### config.mk
export PLATFORM = sky130hd
export DESIGN_NAME = decisec_timer
export DESIGN_NICKNAME = d
export VERILOG_FILES = /design/src/rtl/decisec_pkg.sv /design/src/rtl/dt_prescaler.sv /design/src/rtl/dt_bcd_counter.sv /design/src/rtl/dt_display_reg.sv /design/src/rtl/decisec_timer.sv
export SDC_FILE = /design/constraint.sdc
export NUM_CORES = 1
export LEC_CHECK = 0
export ABC_AREA = 1
export BUFFER_PORTS_ARGS = -buffer_cell sky130_fd_sc_hd__buf_2
export CELL_PAD_IN_SITES_DETAIL_PLACEMENT = 0
export CELL_PAD_IN_SITES_GLOBAL_PLACEMENT = 1
export CORE_ASPECT_RATIO = 1.25
export CORE_MARGIN = 4
export CORE_UTILIZATION = 38
export CTS_CLUSTER_SIZE = 14
export DETAILED_ROUTE_END_ITERATION = 16
export GPL_ROUTABILITY_DRIVEN = 0
export GPL_TIMING_DRIVEN = 0
export HOLD_SLACK_MARGIN = 0.03
export PLACE_DENSITY_LB_ADDON = 0.05
export RECOVER_POWER = 100
export SLEW_MARGIN = 20
export SYNTH_ARGS = -nofsm -noshare
export SYNTH_HDL_FRONTEND = slang
export SYNTH_SLANG_ARGS = --single-unit
### constraint.sdc
create_clock -name clk -period 1.6 [get_ports clk]
set_input_delay 0.32 -clock clk [delete_from_list [all_inputs] [get_ports clk]]
set_output_delay 0.32 -clock clk [all_outputs]
set_load 0.01 [all_outputs]
### src/rtl/decisec_pkg.sv
package decisec_pkg;

  typedef logic [3:0] bcd_t;

  // Binary to packed BCD, up to eight digits, least significant digit low.
  function automatic logic [31:0] to_bcd32(input int unsigned v);
    logic [31:0] r;
    int unsigned x;
    r = '0;
    x = v;
    for (int i = 0; i < 8; i++) begin
      r[4*i +: 4] = 4'(x % 10);
      x = x / 10;
    end
    return r;
  endfunction

  // Packed BCD back to binary.
  function automatic int unsigned from_bcd32(input logic [31:0] b);
    int unsigned r;
    r = 0;
    for (int i = 7; i >= 0; i--) begin
      r = r * 10 + int'(b[4*i +: 4]);
    end
    return r;
  endfunction

  // Next value of one decimal digit.
  function automatic bcd_t bcd_step(input bcd_t d);
    return (d == 4'd9) ? 4'd0 : d + 4'd1;
  endfunction

endpackage

### src/rtl/dt_prescaler.sv
module dt_prescaler #(
  parameter int CLK_PER_TICK = 5_000_000
) (
  input  logic clk,
  input  logic rst,
  output logic o_tick
);
  localparam int CNT_W = (CLK_PER_TICK > 2) ? $clog2(CLK_PER_TICK) : 1;
  localparam logic [CNT_W-1:0] LAST = CNT_W'(CLK_PER_TICK - 1);

  logic [CNT_W-1:0] cnt;

  always_ff @(posedge clk) begin
    if (rst) begin
      cnt <= '0;
    end else if (cnt == LAST) begin
      cnt <= '0;
    end else begin
      cnt <= cnt + 1'b1;
    end
  end

  assign o_tick = (cnt == LAST);

  // the strobe lasts one cycle only
  p_tick_single_r2: assert property (@(posedge clk) disable iff (rst)
    o_tick |=> !o_tick);
  // the prescaler never leaves its range
  p_cnt_range_r2: assert property (@(posedge clk) disable iff (rst)
    cnt <= LAST);
endmodule

### src/rtl/dt_bcd_counter.sv
module dt_bcd_counter
  import decisec_pkg::*;
#(
  parameter int DIGITS    = 4,
  parameter int TOP_VALUE = 132
) (
  input  logic                clk,
  input  logic                rst,
  input  logic                i_tick,
  output logic [4*DIGITS-1:0] o_value,
  output logic                o_wrap
);
  localparam int W = 4 * DIGITS;
  localparam logic [W-1:0] TOP_BCD = W'(to_bcd32(TOP_VALUE));

  logic              at_top;
  logic [DIGITS-1:0] carry_in;

  assign at_top      = (o_value == TOP_BCD);
  assign o_wrap      = i_tick && at_top;
  assign carry_in[0] = i_tick;

  for (genvar g = 0; g < DIGITS; g++) begin : g_digit
    bcd_t dig_q;

    always_ff @(posedge clk) begin
      if (rst) begin
        dig_q <= '0;
      end else if (o_wrap) begin
        dig_q <= '0;
      end else if (carry_in[g]) begin
        dig_q <= bcd_step(dig_q);
      end
    end

    assign o_value[4*g +: 4] = dig_q;

    if (g + 1 < DIGITS) begin : g_carry
      assign carry_in[g+1] = carry_in[g] && (dig_q == 4'd9);
    end

    // each digit stays a decimal digit
    p_digit_bcd_r5: assert property (@(posedge clk) disable iff (rst)
      dig_q <= 4'd9);
  end

  // a strobe below the top raises the binary value by one
  p_step_r2: assert property (@(posedge clk) disable iff (rst)
    (i_tick && !at_top) |=>
      from_bcd32(32'(o_value)) == from_bcd32(32'($past(o_value))) + 1);
  // a strobe at the top returns to zero
  p_wrap_r3: assert property (@(posedge clk) disable iff (rst)
    o_wrap |=> (o_value == '0));
  // without a strobe the value dwells
  p_dwell_r4: assert property (@(posedge clk) disable iff (rst)
    !i_tick |=> $stable(o_value));
  // the count never passes the top
  p_range_r3: assert property (@(posedge clk) disable iff (rst)
    from_bcd32(32'(o_value)) <= TOP_VALUE);
endmodule

### src/rtl/dt_display_reg.sv
module dt_display_reg #(
  parameter int DIGITS = 4
) (
  input  logic                clk,
  input  logic                rst,
  input  logic [4*DIGITS-1:0] i_live,
  input  logic                i_enable,
  input  logic                i_freeze,
  input  logic [1:0]          i_err_code,
  output logic [4*DIGITS-1:0] o_digits,
  output logic                o_blank,
  output logic                o_error,
  output logic [1:0]          o_err_code
);
  logic [4*DIGITS-1:0] snap_q;
  logic                blank_q;
  logic                err_q;
  logic [1:0]          code_q;
  logic                err_req;

  assign err_req = i_enable && (i_err_code != 2'd0);

  always_ff @(posedge clk) begin
    if (rst) begin
      snap_q  <= '0;
      blank_q <= 1'b0;
      err_q   <= 1'b0;
      code_q  <= 2'd0;
    end else begin
      if (!i_freeze) begin
        snap_q <= i_live;
      end
      blank_q <= !i_enable;
      err_q   <= err_req;
      code_q  <= err_req ? i_err_code : 2'd0;
    end
  end

  assign o_digits   = (blank_q || err_q) ? '0 : snap_q;
  assign o_blank    = blank_q;
  assign o_error    = err_q;
  assign o_err_code = code_q;

  // a frozen snapshot keeps its value
  p_freeze_hold_r7: assert property (@(posedge clk) disable iff (rst)
    i_freeze |=> $stable(snap_q));
  // an unfrozen snapshot follows the count one edge later
  p_follow_r6: assert property (@(posedge clk) disable iff (rst)
    !i_freeze |=> (snap_q == $past(i_live)));
  // disable blanks the output and masks the error
  p_blank_r8: assert property (@(posedge clk) disable iff (rst)
    !i_enable |=> (o_blank && !o_error && o_err_code == 2'd0 && o_digits == '0));
  // a nonzero code while enabled is indicated
  p_error_r9: assert property (@(posedge clk) disable iff (rst)
    (i_enable && i_err_code != 2'd0) |=>
      (o_error && o_err_code == $past(i_err_code) && o_digits == '0));
endmodule

### src/rtl/decisec_timer.sv
module decisec_timer #(
  parameter int CLK_PER_TICK = 5_000_000,
  parameter int TOP_VALUE    = 132,
  parameter int DIGITS       = 4
) (
  input  logic                clk,
  input  logic                rst,
  input  logic                i_enable,
  input  logic                i_freeze,
  input  logic [1:0]          i_err_code,
  output logic [4*DIGITS-1:0] o_digits,
  output logic                o_blank,
  output logic                o_error,
  output logic [1:0]          o_err_code
);
  logic                tick;
  logic                wrap_evt;
  logic [4*DIGITS-1:0] live_value;

  dt_prescaler #(
    .CLK_PER_TICK(CLK_PER_TICK)
  ) u_presc (
    .clk    (clk),
    .rst    (rst),
    .o_tick (tick)
  );

  dt_bcd_counter #(
    .DIGITS   (DIGITS),
    .TOP_VALUE(TOP_VALUE)
  ) u_count (
    .clk     (clk),
    .rst     (rst),
    .i_tick  (tick),
    .o_value (live_value),
    .o_wrap  (wrap_evt)
  );

  dt_display_reg #(
    .DIGITS(DIGITS)
  ) u_disp (
    .clk        (clk),
    .rst        (rst),
    .i_live     (live_value),
    .i_enable   (i_enable),
    .i_freeze   (i_freeze),
    .i_err_code (i_err_code),
    .o_digits   (o_digits),
    .o_blank    (o_blank),
    .o_error    (o_error),
    .o_err_code (o_err_code)
  );

  // after a wrap the live count is zero
  p_wrap_zero_r3: assert property (@(posedge clk) disable iff (rst)
    wrap_evt |=> (live_value == '0));
endmodule

==> results.json <==
{
  "cp_max_fo": 10,
  "portBuffers": 25,
  "ctsHoldBuffers": 0,
  "crit_buf_inv": 2,
  "finalSetupViolCount": 0,
  "core_area_um2": 7440,
  "grt_max_degree": 11,
  "drv_cap": 0,
  "max_freq_mhz": 632,
  "rsz0062_at_grt": "yes",
  "final_core_util_pct": 46.7,
  "power_frac_seq_pct": 53.6,
  "ys_ff_latch": 59,
  "std_cell_rows": 35,
  "dpl.hpwl_um": 5260,
  "p_leak_uw": 0.00135,
  "r2r-start": "u_presc.cnt[0]",
  "path_delay_family": "simple AND/OR/NAND/NOR gates",
  "hold_depth": 2,
  "wl_um": 6910,
  "cts.sinks": 59,
  "powerDensity_nw_per_um2": 813,
  "die_x_um": 86.4,
  "fin_crit_ps": 1580,
  "dr_total_vias": 2729,
  "cts_root_buffer": "clkbuf_8",
  "worst-setup-path-type": "flop to output port",
  "synth_cell_type_count": 28,
  "synthTopCellsByArea": "dfxtp_1, nand2_1, inv_1",
  "p_clk_share_pct": 40.1,
  "synth_nets": 444,
  "worstReg2RegEnd": "u_count.g_digit[2].dig_q[0]",
  "die_y_um": 106,
  "drt-vias-per-instance": 4.75,
  "grt_pass1_wl_um": 11800,
  "routedWlPerCell_um": 12.0,
  "start_kind": "flop",
  "crit_chain": "or2_4 -> buf_8 -> nor2_1 -> buf_2",
  "diodes": 0,
  "design_area_um2": 3480,
  "yosysTopAreaCell": "dfxtp_1",
  "r2r_setup_slack_ps": 90,
  "synth_area_um2": 2920,
  "start_util_pct": 39.2,
  "die_area_um2": 9150,
  "combPwrFrac_pct": 6.2,
  "cts.path.max_buffers": 2,
  "dpl_cell_area_um2": 3160,
  "finalMaxSlewViolations": 0,
  "status": "completed",
  "switching_share_pct": 23.6,
  "slew_headroom_pct": 70.6,
  "synth.top_cell.area_share_pct": 40.5,
  "path_clk_slew_ps": 60,
  "tritoncts": "yes",
  "arrival_ps": 1260,
  "cts_buffers": 9,
  "hold_ws_ps": 156,
  "drc": 0,
  "critical_path_required_ps": 1280,
  "track_usage_pct": 16.1,
  "worstHoldEndpoint": "u_disp.o_blank",
  "yosysSeqAreaShare_pct": 40.5,
  "syn_inst": 437,
  "drive_gt1_share_pct": 18.9,
  "htree_num_levels": 3,
  "first_iter_violations": 115,
  "worst_setup_path_end_kind": "output port",
  "hp-start": "i_enable",
  "synth.yosys.warnings": 0,
  "hp-class": "input port to flop",
  "pre_cts_slack_ps": -259,
  "max_stage_delay_ps": 310,
  "worst_path_max_delay_cell": "dfxtp_1",
  "dr.pass1.iters": 4,
  "antenna_found_initial": 0,
  "avgSynthCellArea_um2": 6.67,
  "power_uw": 2830,
  "ios": 26,
  "grt_pass1_vias": 2600,
  "clkLatencyLatePin_ps": 330,
  "worst_pin_slew_ps": 441,
  "min_period_over_period_pct": 98.9,
  "nets": 485,
  "area_growth_pct": 19.2,
  "layout_setup_ws_ps": 17.8,
  "intPower_uw": 2160,
  "irDropWorstVdd_mv": 0.435,
  "switching_power_uw": 666,
  "finClkSkew_ps": 3.99,
  "hold_viol": 0,
  "final_antenna_net_count": 0,
  "reg2reg_depth": 9,
  "overflow": 0
}
[cells in the final DEF (no fill, tap or decap), types with 2 or more instances in the layout]
| cell type | n |
|---|---|
| nand2_1 | 76 |
| inv_1 | 67 |
| nor2_1 | 55 |
| dfxtp_1 | 44 |
| a21oi_1 | 43 |
| o21ai_0 | 31 |
| nand3_1 | 30 |
| buf_2 | 20 |
| dfxtp_2 | 15 |
| nand4_1 | 12 |
| clkbuf_1 | 11 |
| nor2_2 | 10 |
| clkbuf_8 | 10 |
| nor3_1 | 7 |
| xor2_1 | 7 |
| buf_6 | 5 |
| buf_4 | 5 |
| nand2_2 | 4 |
| inv_2 | 3 |
| nor2_4 | 3 |
| xnor2_1 | 3 |
| or2_2 | 3 |
| clkinv_2 | 3 |
| nand3_2 | 2 |
| nand3_4 | 2 |
[metrics by stage]
stage | std cells | TNS (ps)
5_1_grt | 574 | -495
3_5_place_dp | 554 | -7250
4_1_cts | 570 | -150
2_1_floorplan | 437 | 0
3_3_place_gp | 554 | -7000
6_report | 574 | 0
[power groups by stage]
| stage | logic, µW | clock network (µW) | registers [µW] |
|---|---|---|---|
| 2_1_floorplan | 101 | 0 | 1540 |
| 3_3_place_gp | 157 | 0 | 1540 |
| 3_5_place_dp | 159 | 0 | 1540 |
| 4_1_cts | 175 | 1190 | 1510 |
| 5_1_grt | 202 | 1240 | 1520 |
| 6_report | 176 | 1130 | 1520 |
[worst max path at each step]
| stage | startpoint | depth (start not counted) | endpoint |
|---|---|---|---|
| final | u_disp.o_error | 4 | o_digits[14] |
| after global routing | u_disp.o_error | 4 | o_digits[14] |
| after CTS | u_disp.o_blank | 4 | o_digits[14] |
| after detailed placement | u_presc.cnt[0] | 8 | u_count.g_digit[2].dig_q[0] |
| after global placement | u_presc.cnt[0] | 8 | u_count.g_digit[2].dig_q[1] |
| after floorplan | u_presc.cnt[0] | 8 | u_presc.cnt[11] |
[registers in the layout, indices dropped and copies added (netlist names)]
| signal | count |
|---|---|
| u_disp.o_err_code | 2 |
| u_count.g_digit.dig_q | 16 |
| u_disp.o_blank | 1 |
| u_disp.o_error | 1 |
| u_presc.cnt | 23 |
| u_disp.snap_q | 16 |
[synth_stat cells, drive strengths merged]
library cell,instances
nand2,80
a31oi,1
dfxtp,59
and2,1
o21bai,1
nand4,12
nor3,8
or2,4
a21oi,43
xnor2,3
o21ai,31
nor4,1
xor2,7
nand3,34
clkbuf,7
ha,1
nand3b,1
buf,4
inv,70
nor2,68
clkinv,1
[layer usage]
metal / part of all wire (%) / vias up / wire [µm] / track usage, %
met4: 2.0 / 0 / 140 / 6.01
met5: 0 / - / 0 / 0
li1: - / 1475 / - / -
met2: 54 / 40 / 3700 / 30.0
met3: 3.3 / 12 / 225 / 3.64
met1: 41 / 1202 / 2840 / 17.2
[layout make-up]
type / instances / area [µm²]
Inverter: 71 / 272
Multi-Input combinational cell: 296 / 1480
Timing Repair Buffer: 32 / 179
Tap cell: 92 / 115
Clock buffer: 12 / 145
Buffer: 9 / 68.8
Fill cell: 791 / 3970
Clock inverter: 3 / 15.0
Sequential cell: 59 / 1200
[timing repair]
action / 4_1_cts / 5_1_grt
cloned: 0 / 1
buffers inserted: 2 / 4
setup endpoints to repair: 55 / 47
gates resized for setup: 16 / 37
pin swaps: 3 / 8
[logic make-up after synthesis]
family | synth area share (%)
fa+ha+maj | 0.429
simple gates | 31.7
buf+inv | 11.2
flops | 40.5
compound gates | 13.2
xor+xnor | 3.00
(Power assumes the default switching activity.)
